`src/rtl/mbist_pkg.sv`:
```
package mbist_pkg;

  // Status word bit positions (software-visible, fixed)
  localparam int unsigned BIT_CHECK = 0;
  localparam int unsigned BIT_GO    = 1;
  localparam int unsigned BIT_CLR   = 2;  // write: clear, read: done
  localparam int unsigned BIT_FAIL0 = 3;

  localparam logic [2:0] EL_FIRST = 3'd0;
  localparam logic [2:0] EL_LAST  = 3'd5;

  typedef enum logic [1:0] {
    SQ_IDLE = 2'd0,
    SQ_RUN  = 2'd1,
    SQ_FIN  = 2'd2
  } sq_state_e;

  // March C- element properties, element index 0..5
  function automatic logic el_has_read(input logic [2:0] e);
    return e != EL_FIRST;
  endfunction

  function automatic logic el_has_write(input logic [2:0] e);
    return e != EL_LAST;
  endfunction

  function automatic logic el_read_ones(input logic [2:0] e);
    return (e == 3'd2) || (e == 3'd4);
  endfunction

  function automatic logic el_write_ones(input logic [2:0] e);
    return (e == 3'd1) || (e == 3'd3);
  endfunction

  function automatic logic el_descending(input logic [2:0] e);
    return (e == 3'd3) || (e == 3'd4);
  endfunction

endpackage

```
`src/rtl/mbist_csr.sv`:
```
module mbist_csr
  import mbist_pkg::*;
#(
  parameter int unsigned NMEM     = 8,
  parameter logic [31:0] CSR_ADDR = 32'h0420_0000
) (
  input  logic            clk,
  input  logic            rst_n,
  input  logic            bus_wr,
  input  logic [31:0]     bus_addr,
  input  logic [31:0]     bus_wdata,
  output logic [31:0]     bus_rdata,
  input  logic            busy,
  input  logic            seq_fin,
  input  logic [NMEM-1:0] fail_vec,
  output logic            wr_hit,
  output logic            start_evt,
  output logic            clr_evt,
  output logic            check_q,
  output logic            go_q,
  output logic            done_q
);

  logic        hit;
  logic        ctrl_wr;
  logic [31:0] word;
  logic        unused_wdata;

  assign hit          = (bus_addr == CSR_ADDR);
  assign wr_hit       = bus_wr && hit;
  assign clr_evt      = wr_hit && bus_wdata[BIT_CLR];
  assign ctrl_wr      = wr_hit && !bus_wdata[BIT_CLR] && !busy;
  assign start_evt    = ctrl_wr && (bus_wdata[BIT_GO] || bus_wdata[BIT_CHECK]);
  assign unused_wdata = ^bus_wdata[31:BIT_FAIL0];

  always_ff @(posedge clk) begin
    if (!rst_n || clr_evt) begin
      check_q <= 1'b0;
      go_q    <= 1'b0;
      done_q  <= 1'b0;
    end else if (ctrl_wr) begin
      check_q <= bus_wdata[BIT_CHECK];
      go_q    <= bus_wdata[BIT_GO];
      if (start_evt) done_q <= 1'b0;
    end else if (seq_fin) begin
      done_q <= 1'b1;
    end
  end

  always_comb begin
    word                   = '0;
    word[BIT_CHECK]        = check_q;
    word[BIT_GO]           = go_q;
    word[BIT_CLR]          = done_q;
    word[BIT_FAIL0 +: NMEM] = fail_vec;
  end

  assign bus_rdata = hit ? word : '0;

endmodule

```
`src/rtl/mbist_seq.sv`:
```
module mbist_seq
  import mbist_pkg::*;
#(
  parameter int unsigned AW = 4,
  parameter int unsigned DW = 8
) (
  input  logic          clk,
  input  logic          rst_n,
  input  logic          start,
  input  logic          abort,
  output logic          mem_en,
  output logic          mem_we,
  output logic [AW-1:0] mem_addr,
  output logic [DW-1:0] mem_wdata,
  output logic          cmp_vld,
  output logic [DW-1:0] cmp_exp,
  output logic          busy,
  output logic          fin
);

  localparam logic [AW-1:0] MAXA = '1;

  sq_state_e     state_q;
  logic [2:0]    elem_q;
  logic [AW-1:0] addr_q;
  logic          phase_q;   // 0: read half, 1: write half of a r/w element
  logic          cmp_vld_q;
  logic [DW-1:0] cmp_exp_q;

  logic in_run, rd_cycle, wr_cycle, step, at_end, rw_elem;

  always_comb begin
    in_run   = (state_q == SQ_RUN);
    rw_elem  = el_has_read(elem_q) && el_has_write(elem_q);
    rd_cycle = in_run && el_has_read(elem_q) && (!el_has_write(elem_q) || !phase_q);
    wr_cycle = in_run && el_has_write(elem_q) && (!el_has_read(elem_q) || phase_q);
    step     = wr_cycle || (rd_cycle && !el_has_write(elem_q));
    at_end   = el_descending(elem_q) ? (addr_q == '0) : (addr_q == MAXA);
  end

  assign mem_en    = rd_cycle || wr_cycle;
  assign mem_we    = wr_cycle;
  assign mem_addr  = addr_q;
  assign mem_wdata = {DW{el_write_ones(elem_q)}};
  assign cmp_vld   = cmp_vld_q;
  assign cmp_exp   = cmp_exp_q;
  assign busy      = (state_q != SQ_IDLE);
  assign fin       = (state_q == SQ_FIN);

  always_ff @(posedge clk) begin
    if (!rst_n || abort) begin
      state_q   <= SQ_IDLE;
      elem_q    <= EL_FIRST;
      addr_q    <= '0;
      phase_q   <= 1'b0;
      cmp_vld_q <= 1'b0;
      cmp_exp_q <= '0;
    end else begin
      cmp_vld_q <= rd_cycle;
      cmp_exp_q <= {DW{el_read_ones(elem_q)}};
      unique case (state_q)
        SQ_IDLE: begin
          if (start) begin
            state_q <= SQ_RUN;
            elem_q  <= EL_FIRST;
            addr_q  <= '0;
            phase_q <= 1'b0;
          end
        end
        SQ_RUN: begin
          if (rw_elem) phase_q <= ~phase_q;
          if (step) begin
            if (at_end) begin
              if (elem_q == EL_LAST) begin
                state_q <= SQ_FIN;
              end else begin
                elem_q  <= elem_q + 3'd1;
                addr_q  <= el_descending(elem_q + 3'd1) ? MAXA : '0;
                phase_q <= 1'b0;
              end
            end else begin
              addr_q <= el_descending(elem_q) ? addr_q - 1'b1 : addr_q + 1'b1;
            end
          end
        end
        SQ_FIN:  state_q <= SQ_IDLE;
        default: state_q <= SQ_IDLE;
      endcase
    end
  end

endmodule

```
`src/rtl/mbist_cmp.sv`:
```
module mbist_cmp #(
  parameter int unsigned NMEM = 8,
  parameter int unsigned DW   = 8
) (
  input  logic               clk,
  input  logic               rst_n,
  input  logic               wipe,
  input  logic               cmp_vld,
  input  logic [DW-1:0]      cmp_exp,
  input  logic               force_miss,
  input  logic [NMEM*DW-1:0] rdata,
  output logic [NMEM-1:0]    miss_vec,
  output logic [NMEM-1:0]    fail_vec
);

  for (genvar i = 0; i < NMEM; i++) begin : g_lane
    assign miss_vec[i] = cmp_vld && (force_miss || (rdata[i*DW +: DW] != cmp_exp));

    always_ff @(posedge clk) begin
      if (!rst_n || wipe) fail_vec[i] <= 1'b0;
      else if (miss_vec[i]) fail_vec[i] <= 1'b1;
    end
  end

endmodule

```
`src/rtl/mbist_ctrl.sv`:
```
module mbist_ctrl #(
  parameter int unsigned NMEM     = 8,
  parameter int unsigned AW       = 4,
  parameter int unsigned DW       = 8,
  parameter logic [31:0] CSR_ADDR = 32'h0420_0000
) (
  input  logic               clk,
  input  logic               rst_n,
  input  logic               bus_wr,
  input  logic [31:0]        bus_addr,
  input  logic [31:0]        bus_wdata,
  output logic [31:0]        bus_rdata,
  output logic               mem_en,
  output logic               mem_we,
  output logic [AW-1:0]      mem_addr,
  output logic [DW-1:0]      mem_wdata,
  input  logic [NMEM*DW-1:0] mem_rdata
);

  // Named internal events, observed by the bound checker
  logic            wr_hit, start_evt, clr_evt, wipe_evt;
  logic            check_q, go_q, done_q;
  logic            busy, seq_fin, cmp_vld;
  logic [DW-1:0]   cmp_exp;
  logic [NMEM-1:0] fail_vec, miss_vec;

  assign wipe_evt = clr_evt || start_evt;

  mbist_csr #(.NMEM(NMEM), .CSR_ADDR(CSR_ADDR)) u_csr (
    .clk       (clk),
    .rst_n     (rst_n),
    .bus_wr    (bus_wr),
    .bus_addr  (bus_addr),
    .bus_wdata (bus_wdata),
    .bus_rdata (bus_rdata),
    .busy      (busy),
    .seq_fin   (seq_fin),
    .fail_vec  (fail_vec),
    .wr_hit    (wr_hit),
    .start_evt (start_evt),
    .clr_evt   (clr_evt),
    .check_q   (check_q),
    .go_q      (go_q),
    .done_q    (done_q)
  );

  mbist_seq #(.AW(AW), .DW(DW)) u_seq (
    .clk       (clk),
    .rst_n     (rst_n),
    .start     (start_evt),
    .abort     (clr_evt),
    .mem_en    (mem_en),
    .mem_we    (mem_we),
    .mem_addr  (mem_addr),
    .mem_wdata (mem_wdata),
    .cmp_vld   (cmp_vld),
    .cmp_exp   (cmp_exp),
    .busy      (busy),
    .fin       (seq_fin)
  );

  mbist_cmp #(.NMEM(NMEM), .DW(DW)) u_cmp (
    .clk        (clk),
    .rst_n      (rst_n),
    .wipe       (wipe_evt),
    .cmp_vld    (cmp_vld),
    .cmp_exp    (cmp_exp),
    .force_miss (check_q),
    .rdata      (mem_rdata),
    .miss_vec   (miss_vec),
    .fail_vec   (fail_vec)
  );

endmodule

```
`config.mk`:
```
export PLATFORM = sky130hd
export DESIGN_NAME = mbist_ctrl
export DESIGN_NICKNAME = d
export VERILOG_FILES = /design/src/rtl/mbist_pkg.sv /design/src/rtl/mbist_csr.sv /design/src/rtl/mbist_seq.sv /design/src/rtl/mbist_cmp.sv /design/src/rtl/mbist_ctrl.sv
export SDC_FILE = /design/constraint.sdc
export NUM_CORES = 1
export LEC_CHECK = 0
export CORE_ASPECT_RATIO = 0.7
export CORE_MARGIN = 2
export CORE_UTILIZATION = 34
export DETAILED_ROUTE_END_ITERATION = 7
export PLACE_DENSITY = 0.87
export SYNTH_ARGS = -nofsm -noshare
export SYNTH_HDL_FRONTEND = slang
export SYNTH_SLANG_ARGS = --single-unit
```
`constraint.sdc`:
```
create_clock -name clk -period 4.2 [get_ports clk]
set_input_delay 0.84 -clock clk [delete_from_list [all_inputs] [get_ports clk]]
set_output_delay 0.84 -clock clk [all_outputs]
set_load 0.01 [all_outputs]
```
==> impl_metrics.json <==
{
  "fp.dieW_um": 95.6,
  "vdd_drop_max_uv": 106,
  "antennaDiodeCount": 0,
  "cp.required_ps": 3360,
  "cts_buffers": 3,
  "start_kind": "input port",
  "layout.cells.non_filler": 467,
  "final_common_cell": "clkdlybuf4s50_1",
  "place_inst": 463,
  "status": "finished clean",
  "core_area_sq_um": 5700,
  "start_util_pct": 35.0,
  "fmax_mhz": 270,
  "worstPathCellList": "clkdlybuf4s50_1, nor4_1, and4_1, nand2_1, nor2_1, clkdlybuf4s50_1",
  "synth_edf_count": 0,
  "yosysSeqAreaShare_pct": 23.1,
  "cpMostUsedCell": "clkdlybuf4s50_1",
  "max_stage_delay_ps": 560,
  "hold_buffers": 0,
  "whs_ps": 459,
  "synth-seq-cells": 23,
  "syn_inst": 276,
  "synth_cell_types": 47,
  "arrival_ps": 2870,
  "final_cell_mix": "126 x clkdlybuf4s50_1, 23 x dfxtp_1, 22 x nor2_1, 21 x a21oi_1, 21 x conb_1",
  "root_buffer": "clkbuf_8",
  "clkSinkCount": 23,
  "placed_cell_area_sq_um": 3180,
  "die_area_sq_um": 6510,
  "synthFlopType": "dfxtp_1",
  "cts_resized": 0,
  "die_h_um": 68.1,
  "drt_first_pass_iters": 4,
  "routed_wirelength_mm": 6.01,
  "synth_area_sq_um": 2000,
  "drive_above_1_share_pct": 3.32,
  "vias_per_cell": 5.13,
  "rsz0062_at_grt": "no",
  "grt_usage_pct": 17.1,
  "final_nets": 533,
  "h-tree-depth": 1,
  "crit_path_top_delay_cell": "clkdlybuf4s50_1",
  "synth_area_per_cell_sq_um": 7.23,
  "crit_path_end_kind": "output port",
  "max_cap_viol_count": 0,
  "hold_viol_final": 0,
  "dpl.hpwl_mm": 5.08,
  "io_buffers": 126,
  "holdCritPathClass": "reg -> reg",
  "antenna_found_initial": 0,
  "syn_to_final_growth_pct": 61.8,
  "cts.reportedPaths.clkPinSlew_ps": 80,
  "ys_warn_count": 0,
  "min_path_cells": 2,
  "clk_latency_ps": 260,
  "drt-initial-drc-count": 100,
  "post-route-period-util_pct": 88.3,
  "cts_setup_buffers": 0,
  "vias": 2394,
  "io_pins": 177,
  "crit_type": "in -> out",
  "drc": 0,
  "clock_path_buffers": 2,
  "row_count": 23,
  "grt_remaining_overflow": 0,
  "gp_congestion": 0.916,
  "cts_tree": "built",
  "slew_headroom_pct": 58.9,
  "final_area_sq_um": 3230,
  "synthArstFlopShare_pct": 0,
  "ant_nets": 0,
  "worstRegToRegCells": 9,
  "fin_skew_ps": 1.61,
  "avgRoutedWirePerCell_um": 12.9,
  "critPathMaxFanout": 8,
  "first_global_vias": 2114,
  "setup_viol": 0,
  "p_per_area_nw_per_um2": 150,
  "fin_tns_setup_ps": 0,
  "grt_max_degree": 17,
  "period_minus_slack_ps": 3710,
  "worst_slew_pin_slew_ps": 616,
  "slew_violations": 0,
  "power.leakage_nw": 1.09,
  "grt_pass1_wl_mm": 8.86
}
sequential cells by signal, summed over array words and instances (netlist names):
signal and flops:
u_cmp.fail_vec 8, u_csr.check_q 1, u_csr.done_q 1, u_csr.go_q 1, u_seq.cmp_exp 1, u_seq.cmp_vld 1, u_seq.elem_q 3, u_seq.mem_addr 4
u_seq.phase_q 1, u_seq.state_q 2
power breakdown:
part / internal (mW) / switching (mW)
Sequential: 0.218 / 0.00000000000802
Combinational: 0.0904 / 0.0422
Clock: 0.0676 / 0.0668
routing by layer:
metal	GRT usage [%]	share of wire, %	vias up
met1	21.1	41	1087
met2	30.2	48	113
met4	3.75	0.32	0
met5	0	0	-
li1	-	-	1192
met3	4.74	11	2
metrics by stage:
step	util, %	setup slack (ps)	total power [mW]
finish	56.7	490	0.485
global route	56.7	294	0.510
CTS	56.7	503	0.490
detailed placement	55.9	507	0.355
global placement	55.9	488	0.352
floorplan	-	1610	0.262
Yosys cell counts, types with 2 or more instances:
cell / count / area, sq um
nand2b_1: 4 / 25.0
nand2_1: 20 / 75.1
ha_1: 8 / 100
a31oi_1: 8 / 50.1
a31o_2: 2 / 17.5
nor2_1: 22 / 82.6
nand3_1: 16 / 80.1
o21ai_0: 11 / 55.1
nor4_1: 17 / 106
dfxtp_1: 23 / 460
clkbuf_1: 2 / 7.51
mux2i_1: 2 / 20.0
nor2b_1: 2 / 12.5
buf_2: 2 / 10.0
mux2_4: 2 / 30.0
inv_1: 19 / 71.3
nand4_1: 12 / 75.1
buf_4: 28 / 210
a21oi_1: 21 / 105
nor3_1: 20 / 100
and4_1: 3 / 26.3
or3_1: 3 / 18.8
nor4b_2: 2 / 30.0
and3_1: 4 / 25.0
path summary, 6_finish.rpt:
kind / startpoint / to / slack, ps
worst max-delay path: bus_addr[25] / bus_rdata[10] / 490
worst min-delay path: u_cmp.fail_vec[5]$_SDFFE_PP0P_ / u_cmp.fail_vec[5]$_SDFFE_PP0P_ / 460
worst max register to register: u_seq.elem_q[0]$_SDFFE_PP0P_ / u_seq.mem_addr[3]$_SDFFE_PP0P_ / 1900
worst min register to register: u_cmp.fail_vec[5]$_SDFFE_PP0P_ / u_cmp.fail_vec[5]$_SDFFE_PP0P_ / 460
cell type report:
| class | instances | area (sq um) |
|---|---|---|
| clock buffers | 4 | 45.0 |
| fillers | 518 | 2470 |
| inverters | 19 | 71.3 |
| multi-input cells | 220 | 1300 |
| flip-flops and latches | 23 | 460 |
| well taps | 75 | 93.8 |
| repair buffers | 126 | 1260 |
cell families (layout without fill, tap and decap cells):
| logic type | Yosys count | in the layout | share of synthesized area, % |
|---|---|---|---|
| compound gates | 53 | 53 | 16.1 |
| other cells | 1 | 21 | 0.188 |
| flops | 23 | 23 | 23.1 |
| buf+inv | 53 | 149 | 15.7 |
| simple gates | 130 | 130 | 34.8 |
| fa+ha+maj | 9 | 9 | 6.02 |
| xor+xnor | 2 | 2 | 0.878 |
| mux | 5 | 5 | 3.20 |
worst max-delay path, delay by kind of cell:
kind / cells / cell delay [ps]
buf+inv: 2 / 960
simple gates: 4 / 1070
(Power assumes the default switching activity.)
